## src/rtl/eirq_pkg.sv

```systemverilog
package eirq_pkg;
  localparam logic [2:0] TRIG_LOW  = 3'd0;
  localparam logic [2:0] TRIG_HIGH = 3'd1;
  localparam logic [2:0] TRIG_FALL = 3'd2;
  localparam logic [2:0] TRIG_RISE = 3'd3;
  localparam logic [2:0] TRIG_BOTH = 3'd4;

  localparam int CODE_W  = 3;
  localparam int FIELD_W = 4;

  localparam int CFG_BASE  = 'h000;
  localparam int FLT_BASE  = 'h080;
  localparam int MASK_BASE = 'h100;
  localparam int PEND_BASE = 'h140;
  localparam int WORD_STRIDE = 4;
endpackage

```

## src/rtl/eirq_pin_sync.sv

```systemverilog
module eirq_pin_sync #(
  parameter int NUM_PINS = 32
) (
  input  logic                clk,
  input  logic                rst,
  input  logic [NUM_PINS-1:0] pins_i,
  output logic [NUM_PINS-1:0] cur_o,
  output logic [NUM_PINS-1:0] prev_o
);
  logic [NUM_PINS-1:0] meta_q, sync_q, prev_q;

  always_ff @(posedge clk) begin
    if (rst) begin
      meta_q <= '0;
      sync_q <= '0;
      prev_q <= '0;
    end else begin
      meta_q <= pins_i;
      sync_q <= meta_q;
      prev_q <= sync_q;
    end
  end

  assign cur_o  = sync_q;
  assign prev_o = prev_q;
endmodule

```

## src/rtl/eirq_trig_detect.sv

```systemverilog
module eirq_trig_detect
  import eirq_pkg::*;
#(
  parameter int NUM_PINS = 32
) (
  input  logic [NUM_PINS*CODE_W-1:0] cfg_i,
  input  logic [NUM_PINS-1:0]        cur_i,
  input  logic [NUM_PINS-1:0]        prev_i,
  output logic [NUM_PINS-1:0]        hit_o
);
  for (genvar i = 0; i < NUM_PINS; i++) begin : g_pin
    logic [CODE_W-1:0] code;
    assign code = cfg_i[i*CODE_W +: CODE_W];
    always_comb begin
      case (code)
        TRIG_LOW:  hit_o[i] = ~cur_i[i];
        TRIG_HIGH: hit_o[i] = cur_i[i];
        TRIG_FALL: hit_o[i] = prev_i[i] & ~cur_i[i];
        TRIG_RISE: hit_o[i] = cur_i[i] & ~prev_i[i];
        TRIG_BOTH: hit_o[i] = cur_i[i] ^ prev_i[i];
        default:   hit_o[i] = 1'b0;
      endcase
    end
  end
endmodule

```

## src/rtl/eirq_regfile.sv

```systemverilog
module eirq_regfile
  import eirq_pkg::*;
#(
  parameter int NUM_GROUPS = 4,
  parameter int GROUP_W    = 8,
  parameter int ADDR_W     = 9,
  parameter int DATA_W     = 32
) (
  input  logic                         clk,
  input  logic                         rst,
  input  logic                         we_i,
  input  logic [ADDR_W-1:0]            addr_i,
  input  logic [DATA_W-1:0]            wdata_i,
  output logic [DATA_W-1:0]            rdata_o,
  input  logic [NUM_GROUPS*GROUP_W-1:0] hit_i,
  output logic [NUM_GROUPS*GROUP_W*CODE_W-1:0] cfg_o,
  output logic [NUM_GROUPS*GROUP_W-1:0] mask_o,
  output logic [NUM_GROUPS*GROUP_W-1:0] pend_o
);
  localparam int NUM_PINS = NUM_GROUPS * GROUP_W;

  logic [NUM_PINS*CODE_W-1:0] cfg_q;
  logic [DATA_W-1:0]          flt_q [NUM_GROUPS];
  logic [NUM_PINS-1:0]        mask_q, pend_q, clr_vec;
  logic [DATA_W-1:0]          rd_d;
  logic [NUM_GROUPS-1:0]      sel_cfg, sel_flt, sel_mask, sel_pend;

  for (genvar g = 0; g < NUM_GROUPS; g++) begin : g_dec
    assign sel_cfg[g]  = (addr_i == ADDR_W'(CFG_BASE  + g*WORD_STRIDE));
    assign sel_flt[g]  = (addr_i == ADDR_W'(FLT_BASE  + g*WORD_STRIDE));
    assign sel_mask[g] = (addr_i == ADDR_W'(MASK_BASE + g*WORD_STRIDE));
    assign sel_pend[g] = (addr_i == ADDR_W'(PEND_BASE + g*WORD_STRIDE));
    assign clr_vec[g*GROUP_W +: GROUP_W] =
      (we_i && sel_pend[g]) ? wdata_i[GROUP_W-1:0] : '0;
  end

  always_ff @(posedge clk) begin
    if (rst) begin
      cfg_q  <= '0;
      mask_q <= '1;
      pend_q <= '0;
      for (int g = 0; g < NUM_GROUPS; g++) flt_q[g] <= '0;
    end else begin
      pend_q <= (pend_q & ~clr_vec) | hit_i;
      for (int g = 0; g < NUM_GROUPS; g++) begin
        if (we_i && sel_cfg[g])
          for (int p = 0; p < GROUP_W; p++)
            cfg_q[(g*GROUP_W+p)*CODE_W +: CODE_W] <= wdata_i[p*FIELD_W +: CODE_W];
        if (we_i && sel_flt[g])  flt_q[g] <= wdata_i;
        if (we_i && sel_mask[g]) mask_q[g*GROUP_W +: GROUP_W] <= wdata_i[GROUP_W-1:0];
      end
    end
  end

  always_comb begin
    rd_d = '0;
    for (int g = 0; g < NUM_GROUPS; g++) begin
      if (sel_cfg[g])
        for (int p = 0; p < GROUP_W; p++)
          rd_d[p*FIELD_W +: CODE_W] = cfg_q[(g*GROUP_W+p)*CODE_W +: CODE_W];
      if (sel_flt[g])  rd_d = flt_q[g];
      if (sel_mask[g]) rd_d[GROUP_W-1:0] = mask_q[g*GROUP_W +: GROUP_W];
      if (sel_pend[g]) rd_d[GROUP_W-1:0] = pend_q[g*GROUP_W +: GROUP_W];
    end
  end

  always_ff @(posedge clk) begin
    if (rst) rdata_o <= '0;
    else     rdata_o <= rd_d;
  end

  assign cfg_o  = cfg_q;
  assign mask_o = mask_q;
  assign pend_o = pend_q;

  assert_mask_reset_R10: assert property (@(posedge clk) disable iff (rst)
    $past(rst) |-> (mask_q == '1));

  for (genvar i = 0; i < NUM_PINS; i++) begin : g_chk
    assert_disabled_code_R4: assert property (@(posedge clk) disable iff (rst)
      (!pend_q[i] && (cfg_q[i*CODE_W +: CODE_W] > TRIG_BOTH)) |=> !pend_q[i]);
    assert_w1c_R6: assert property (@(posedge clk) disable iff (rst)
      (clr_vec[i] && !hit_i[i]) |=> !pend_q[i]);
    assert_sticky_R6: assert property (@(posedge clk) disable iff (rst)
      (pend_q[i] && !clr_vec[i]) |=> pend_q[i]);
  end
endmodule

```

## src/rtl/eirq_ctrl.sv

```systemverilog
module eirq_ctrl
  import eirq_pkg::*;
#(
  parameter int NUM_GROUPS    = 4,
  parameter int GROUP_W       = 8,
  parameter int DIRECT_GROUPS = 2,
  parameter int ADDR_W        = 9,
  parameter int DATA_W        = 32
) (
  input  logic                                clk,
  input  logic                                rst,
  input  logic [NUM_GROUPS*GROUP_W-1:0]       pins_i,
  input  logic                                reg_we_i,
  input  logic [ADDR_W-1:0]                   reg_addr_i,
  input  logic [DATA_W-1:0]                   reg_wdata_i,
  output logic [DATA_W-1:0]                   reg_rdata_o,
  output logic [DIRECT_GROUPS*GROUP_W-1:0]    irq_direct_o,
  output logic                                irq_comb_o
);
  localparam int NUM_PINS    = NUM_GROUPS * GROUP_W;
  localparam int DIRECT_PINS = DIRECT_GROUPS * GROUP_W;

  logic [NUM_PINS-1:0]        cur, prev, hit, mask, pend, live;
  logic [NUM_PINS*CODE_W-1:0] cfg;

  eirq_pin_sync #(.NUM_PINS(NUM_PINS)) u_sync (
    .clk(clk), .rst(rst), .pins_i(pins_i), .cur_o(cur), .prev_o(prev));

  eirq_trig_detect #(.NUM_PINS(NUM_PINS)) u_det (
    .cfg_i(cfg), .cur_i(cur), .prev_i(prev), .hit_o(hit));

  eirq_regfile #(.NUM_GROUPS(NUM_GROUPS), .GROUP_W(GROUP_W),
                 .ADDR_W(ADDR_W), .DATA_W(DATA_W)) u_regs (
    .clk(clk), .rst(rst), .we_i(reg_we_i), .addr_i(reg_addr_i),
    .wdata_i(reg_wdata_i), .rdata_o(reg_rdata_o), .hit_i(hit),
    .cfg_o(cfg), .mask_o(mask), .pend_o(pend));

  assign live = pend & ~mask;

  always_ff @(posedge clk) begin
    if (rst) begin
      irq_direct_o <= '0;
      irq_comb_o   <= 1'b0;
    end else begin
      irq_direct_o <= live[DIRECT_PINS-1:0];
      irq_comb_o   <= |live[NUM_PINS-1:DIRECT_PINS];
    end
  end

  assert_comb_source_R9: assert property (@(posedge clk) disable iff (rst)
    irq_comb_o |-> $past(|(pend[NUM_PINS-1:DIRECT_PINS] & ~mask[NUM_PINS-1:DIRECT_PINS])));

  for (genvar k = 0; k < DIRECT_PINS; k++) begin : g_dchk
    assert_direct_masked_R7: assert property (@(posedge clk) disable iff (rst)
      $past(mask[k]) |-> !irq_direct_o[k]);
    assert_direct_follow_R8: assert property (@(posedge clk) disable iff (rst)
      $past(pend[k] && !mask[k]) |-> irq_direct_o[k]);
  end
endmodule

```

## config.mk

```make
export PLATFORM = sky130hd
export DESIGN_NAME = eirq_ctrl
export DESIGN_NICKNAME = d
export VERILOG_FILES = /design/src/rtl/eirq_pkg.sv /design/src/rtl/eirq_pin_sync.sv /design/src/rtl/eirq_trig_detect.sv /design/src/rtl/eirq_regfile.sv /design/src/rtl/eirq_ctrl.sv
export SDC_FILE = /design/constraint.sdc
export NUM_CORES = 1
export LEC_CHECK = 0
export ABC_CLOCK_PERIOD_IN_PS = 3900
export BUFFER_PORTS_ARGS = -buffer_cell sky130_fd_sc_hd__buf_2
export CORE_UTILIZATION = 23
export DETAILED_ROUTE_END_ITERATION = 8
export PLACE_DENSITY = 0.48
export SYNTH_ARGS = -nofsm -noshare
export SYNTH_HDL_FRONTEND = slang
export SYNTH_HIERARCHICAL = 1
export SYNTH_SLANG_ARGS = --single-unit
```

## constraint.sdc

```tcl
create_clock -name clk -period 3.9 [get_ports clk]
set_input_delay 0.585 -clock clk [delete_from_list [all_inputs] [get_ports clk]]
set_output_delay 0.585 -clock clk [all_outputs]
set_load 0.03 [all_outputs]
```

Yosys cells after proc, flatten, opt, wreduce, memory -nomap -nowiden
Memories as Yosys holds them, arrays and structs flattened.
Cells that the tools add are included.
{"block": "word_totals", "regBits": 305, "ram_bits": 128, "input_bits": 76, "output_inout_bits": 49, "mem_count": 1}
{"name": "u_regs.flt_q", "depth": 4, "word_bits": 32, "read_ports": 4, "rd_ports_with_merged_regs": 0, "write_ports": 4, "line_no": "eirq_regfile.sv:23", "text": "logic [DATA_W-1:0] flt_q [NUM_GROUPS];"}
{"block": "op_classes", "n_eq_ne": 143, "n_mux": 98, "bitwise": 169, "n_reduce_logical": 50}
{"op": "32-bit two-way mux", "count": 8}
{"op": "3-bit by 2-bit == test with 1-bit output, second input constant", "count": 64}
{"op": "1-bit one-hot mux with 5 select lines", "count": 32}
{"op": "3-bit by 1-bit == test with 1-bit output, second input constant", "count": 32}
{"op": "3-bit == test, second input constant", "count": 32}
{"op": "3-bit zero test", "count": 32}
{"op": "3-bit two-way mux", "count": 32}
{"op": "8-bit two-way mux", "count": 12}
{"op": "9-bit == test, second input constant", "count": 8}
{"op": "1-bit bitwise AND", "count": 64}
{"op": "32-bit bitwise AND", "count": 2}
{"op": "1-bit inverter", "count": 64}
{"op": "32-bit inverter", "count": 2}
{"op": "9-bit by 8-bit == test with 1-bit output, second input constant", "count": 4}
{"op": "32-bit bitwise OR", "count": 1}
{"op": "1-bit XOR", "count": 32}
{"op": "9-bit by 4-bit == test with 1-bit output, second input constant", "count": 2}
{"op": "1-bit logical AND", "count": 16}
{"op": "16-bit OR reduction", "count": 1}
{"op": "1-bit two-way mux", "count": 14}
{"op": "9-bit by 3-bit == test with 1-bit output, second input constant", "count": 1}
{"op": "9-bit zero test", "count": 1}
{"op": "1-bit bitwise OR", "count": 4}

Depth between registers and ports, before layout
{"block": "logic_depth", "depth_word": 17, "mapped_depth": 9, "mapped_depth_nobuf": 7}

By module
The synthesis kept the hierarchy.
{"mod": "eirq_regfile", "n_inst": 1, "cells_each": 1487, "area_each_um2": 13997.2, "seq_area_each_um2": 7687.4}
{"mod": "eirq_pin_sync", "n_inst": 1, "cells_each": 202, "area_each_um2": 2600.0, "seq_area_each_um2": 1921.8}
{"mod": "eirq_trig_detect", "n_inst": 1, "cells_each": 320, "area_each_um2": 2522.4, "seq_area_each_um2": 0.0}
{"mod": "eirq_ctrl", "n_inst": 1, "cells_each": 60, "area_each_um2": 665.6, "seq_area_each_um2": 340.3}

Worst setup path before layout
No wires, ideal clock.
{"block": "synth_timing", "path_kind": "in2reg", "startpoint": "in reg_addr_i[2]", "endpoint": "mem u_regs.flt_q[1][0], enable pin", "setup_ns": 0.388, "t_arrival_ns": 2.564, "t_required_ns": 3.512, "slack_ns": 0.948, "stages": 6, "path_buffers": 3, "cell_sequence": "buf_2 or4b_1 clkbuf_1 buf_2 nor2_1 a21o_1"}
{"element": "start, declared", "line_no": "eirq_ctrl.sv:14", "text": "input logic [ADDR_W-1:0] reg_addr_i,"}
{"element": "end, declared", "line_no": "eirq_regfile.sv:23"}

Final worst setup path
{"block": "layout_timing", "startpoint": "in reg_addr_i[2]", "endpoint": "reg u_regs.rdata_o[4]"}
{"block": "layout_via", "elab_chain_len": 17}
{"element": "9-bit zero test", "line_no": "eirq_regfile.sv:29", "text": "assign sel_cfg[g] = (addr_i == ADDR_W'(CFG_BASE + g*WORD_STRIDE));"}
{"element": "3-bit two-way mux", "line_no": "eirq_regfile.sv:58", "text": "if (sel_cfg[g])"}
{"element": "32-bit two-way mux", "line_no": "eirq_regfile.sv:61", "text": "if (sel_flt[g]) rd_d = flt_q[g];"}
{"element": "8-bit two-way mux", "line_no": "eirq_regfile.sv:62", "text": "if (sel_mask[g]) rd_d[GROUP_W-1:0] = mask_q[g*GROUP_W +: GROUP_W];"}
{"element": "8-bit two-way mux", "line_no": "eirq_regfile.sv:63", "text": "if (sel_pend[g]) rd_d[GROUP_W-1:0] = pend_q[g*GROUP_W +: GROUP_W];"}
{"element": "3-bit two-way mux", "line_no": "eirq_regfile.sv:58"}
{"element": "32-bit two-way mux", "line_no": "eirq_regfile.sv:61"}
{"element": "8-bit two-way mux", "line_no": "eirq_regfile.sv:62"}
{"element": "8-bit two-way mux", "line_no": "eirq_regfile.sv:63"}
{"element": "3-bit two-way mux", "line_no": "eirq_regfile.sv:58"}
{"element": "32-bit two-way mux", "line_no": "eirq_regfile.sv:61"}
{"element": "8-bit two-way mux", "line_no": "eirq_regfile.sv:62"}
{"element": "8-bit two-way mux", "line_no": "eirq_regfile.sv:63"}
{"element": "3-bit two-way mux", "line_no": "eirq_regfile.sv:58"}
{"element": "32-bit two-way mux", "line_no": "eirq_regfile.sv:61"}
{"element": "8-bit two-way mux", "line_no": "eirq_regfile.sv:62"}
{"element": "8-bit two-way mux (*)", "line_no": "eirq_regfile.sv:63"}
{"element": "end signal, assigned", "line_no": "eirq_regfile.sv:69", "text": "else rdata_o <= rd_d;"}
{"element": "end, declared", "line_no": "eirq_regfile.sv:14", "text": "output logic [DATA_W-1:0] rdata_o,"}
Every way passes the cells marked *; elsewhere a longest branch is shown, timed or not.
A chain may end at the register's enable or synchronous reset.

==> impl_metrics.toml <==
[final_layout]
layout.nets = 2305
multi_input_area_sq_um = 8920
ff_latch_area_sq_um = 9950
nFillCells = 9092
fin_util_pct = 27.4
area_delta_synth_final_pct = 18.1
layout-drive-gt1-share_pct = 13.2

[global_route]
use_met1_pct = 19.5
gr-usage-met2_pct = 26.2
grt_max_degree = 113
gr-usage-met3_pct = 2.09
grt_pass1_wl_um = 98800
grt_util_all_layers_pct = 15.2
busiest_layer = "met2"
grt_pass1_vias = 15500
gr-total-overflow = 0
grt_antenna_before_repair = 5

[setup_path]
start_kind = "primary input"
worstSetupPathType = "primary input to register"
crit_arrival_ns = 3.15
crit_required_ns = 4.35
end_kind = "register"
cp_max_fo = 20

[yosys]
yosysTopAreaCellShare_pct = 30.9
postSynthCellCount = 2069
synth_fa_ha_area_share_pct = 4.05
synthSimpleGateAreaFrac_pct = 23.0
synth_flop_cell = "dfxtp_1"
syn-num-nets = 2209
synth_top_family_by_area = "simple AND/OR/NAND/NOR gates"
synth_edf_count = 128
synth_most_common_cell = "dfxtp_1"
synthMuxAreaShare_pct = 3.65
synthArstFlopShare_pct = 0
mappedNetlistArea_sq_um = 19800
synth_top_area_cell = "dfxtp_1"
synth_compound_gate_area_share_pct = 12.9
ys_top_cells_by_count = "305 x dfxtp_1, 266 x nand2_1, 218 x a21oi_1, 130 x and2_1, 128 x edfxtp_1"
ys_warn_count = 6
ys_ff_latch = 433
synth_cell_type_count = 62
ys_seq_area_share_pct = 50.3
synthXorXnorAreaFrac_pct = 1.42
avgSynthCellArea_sq_um = 9.56
synth.area.top_cells = "dfxtp_1 31%, edfxtp_1 19%, a21oi_1 5.5%"

[clocking]
cts_tree = "built"
insertion_delay_ns = 0.63
cts_resized = 0
cts_setup_buffers = 0
numCtsBuffers = 51
cts.path.max_buffers = 3
cts_root_buf = "clkbuf_16"
clk_pin_slew_worst_paths_ns = 0.06
cts_max_level = 2
hold_buffers = 0
cts_sinks = 433

[timing]
post-route-period-util_pct = 69.1
tightest_slew_ns = 0.885
fmax_mhz = 371
finalSetupViolCount = 0
hold_viol = 0
timing.setup.tns_ns = 0
skew_ns = 0.0249
drv_slew = 0
relSlewSlack_pct = 40.9
rsz0062_at_grt = "false"
layout_min_cycle_time_ns = 2.70
setup_slack_ns = 1.20

[placement]
place_ws_ns = 0.639
place.port_buffers = 124
gp_congestion = 0.923
hpwl_um = 48200

[flow_run]
cap_violations = 0

[power]
power_leakage_nw = 8.45
max-vdd-ir-drop_v = 0.000333
p_per_area_nw_per_um2 = 436

[die]
dieArea_sq_um = 87200
die_h_um = 295
coreArea_sq_um = 85100
fp.dieW_um = 295
start_util_pct = 23.2
rows = 107
boundaryPins = 125

[drt]
viasPerCell = 4.63
drc = 0
drt-pass1-iter-count = 8
drt_iter0_markers = 1205
via_count = 15500
drtAntennaViolNets = 0
wl_per_cell_um = 20.1
drt_wl_total_um = 67200

[hold_path]
hold_class = "primary input to register"

[status]
outcome = "finished clean"
-- state kept, by name, indices dropped and copies added (netlist names) --
signal / count
irq_comb_o: 1
irq_direct_o: 16
u_regs/cfg_o: 96
u_regs/flt_q: 128
u_regs/mask_o: 32
u_regs/pend_o: 32
u_regs/rdata_o: 32
u_sync/cur_o: 32
u_sync/meta_q: 32
u_sync/prev_o: 32
-- path summary, 6_finish.rpt --
kind / from / cells past startpoint / end / slack (ns)
worst max-delay path: reg_addr_i[2] / 8 / u_regs/rdata_o[4] / 1.20
worst min register to register: u_sync/meta_q[30] / 1 / u_sync/cur_o[30] / 0.44
worst min-delay path: pins_i[28] / 2 / u_sync/meta_q[28] / 0.17
worst max register to register: u_regs/cfg_o[2] / 6 / u_regs/rdata_o[2] / 1.96
-- logic make-up after synthesis --
family	Yosys count
adders and majority gates	64
DFF	433
and+or+nand+nor	834
AOI/OAI and AO/OA	420
buffers and inverters	214
xor gates and xnor gates	32
muxes	72
-- final cells by class --
class | count | share of cell area (%)
well taps | 1144 | 6.13
clock buffers | 71 | 6.35
repair buffers | 170 | 4.40
multi-input cells | 1422 | 38.2
diodes | 2 | 0.0214
flip-flops and latches | 433 | 42.6
inverters | 87 | 1.40
clock inverters | 23 | 0.905
-- cells in the final DEF (no fill, tap or decap), drive strengths merged, types with 8 or more instances in the layout --
| master | instances |
|---|---|
| a211o | 24 |
| a211oi | 37 |
| a21o | 10 |
| a21oi | 218 |
| a221oi | 12 |
| a22oi | 16 |
| and2 | 130 |
| and3 | 21 |
| buf | 170 |
| clkbuf | 71 |
| clkinv | 18 |
| dfxtp | 305 |
| edfxtp | 128 |
| ha | 64 |
| inv | 91 |
| mux2i | 71 |
| nand2 | 268 |
| nand3b | 8 |
| nor2 | 110 |
| nor2b | 107 |
| nor3 | 49 |
| nor3b | 48 |
| nor4b | 33 |
| o21ai | 50 |
| o22ai | 19 |
| o32ai | 8 |
| or3 | 36 |
| xor2 | 32 |
-- routing by layer --
metal	vias up	part of all wire [%]
met4	2	2.5
met1	7592	44
li1	7360	-
met3	101	5.2
met5	-	0.025
met2	465	49
-- per-stage QoR --
step,power [mW],instance area [sq um],hold WS [ns],cells
final,10.2,23400,0.172,3352
after global routing,10.6,23400,0.167,3351
after floorplan,5.22,19800,0.414,2069
after global placement,5.49,21700,0.428,3256
after CTS,10.4,23400,0.133,3350
after detailed placement,5.50,21700,0.427,3256
-- worst max-delay path, stage by stage --
cell and delay [ns]:
buf_2 0.23, or4_1 0.68, buf_4 0.27, nor3_4 0.34
a2bb2oi_1 0.16, o311ai_1 0.16, o21ai_1 0.21, a221oi_1 0.50
-- report_power, final --
part | switching, mW | total, mW | internal [mW]
registers | 0.0846 | 4.84 | 4.76
clock network | 2.03 | 4.78 | 2.75
logic | 0.383 | 0.557 | 0.174
No activity file was read; power rests on OpenSTA's default activity.
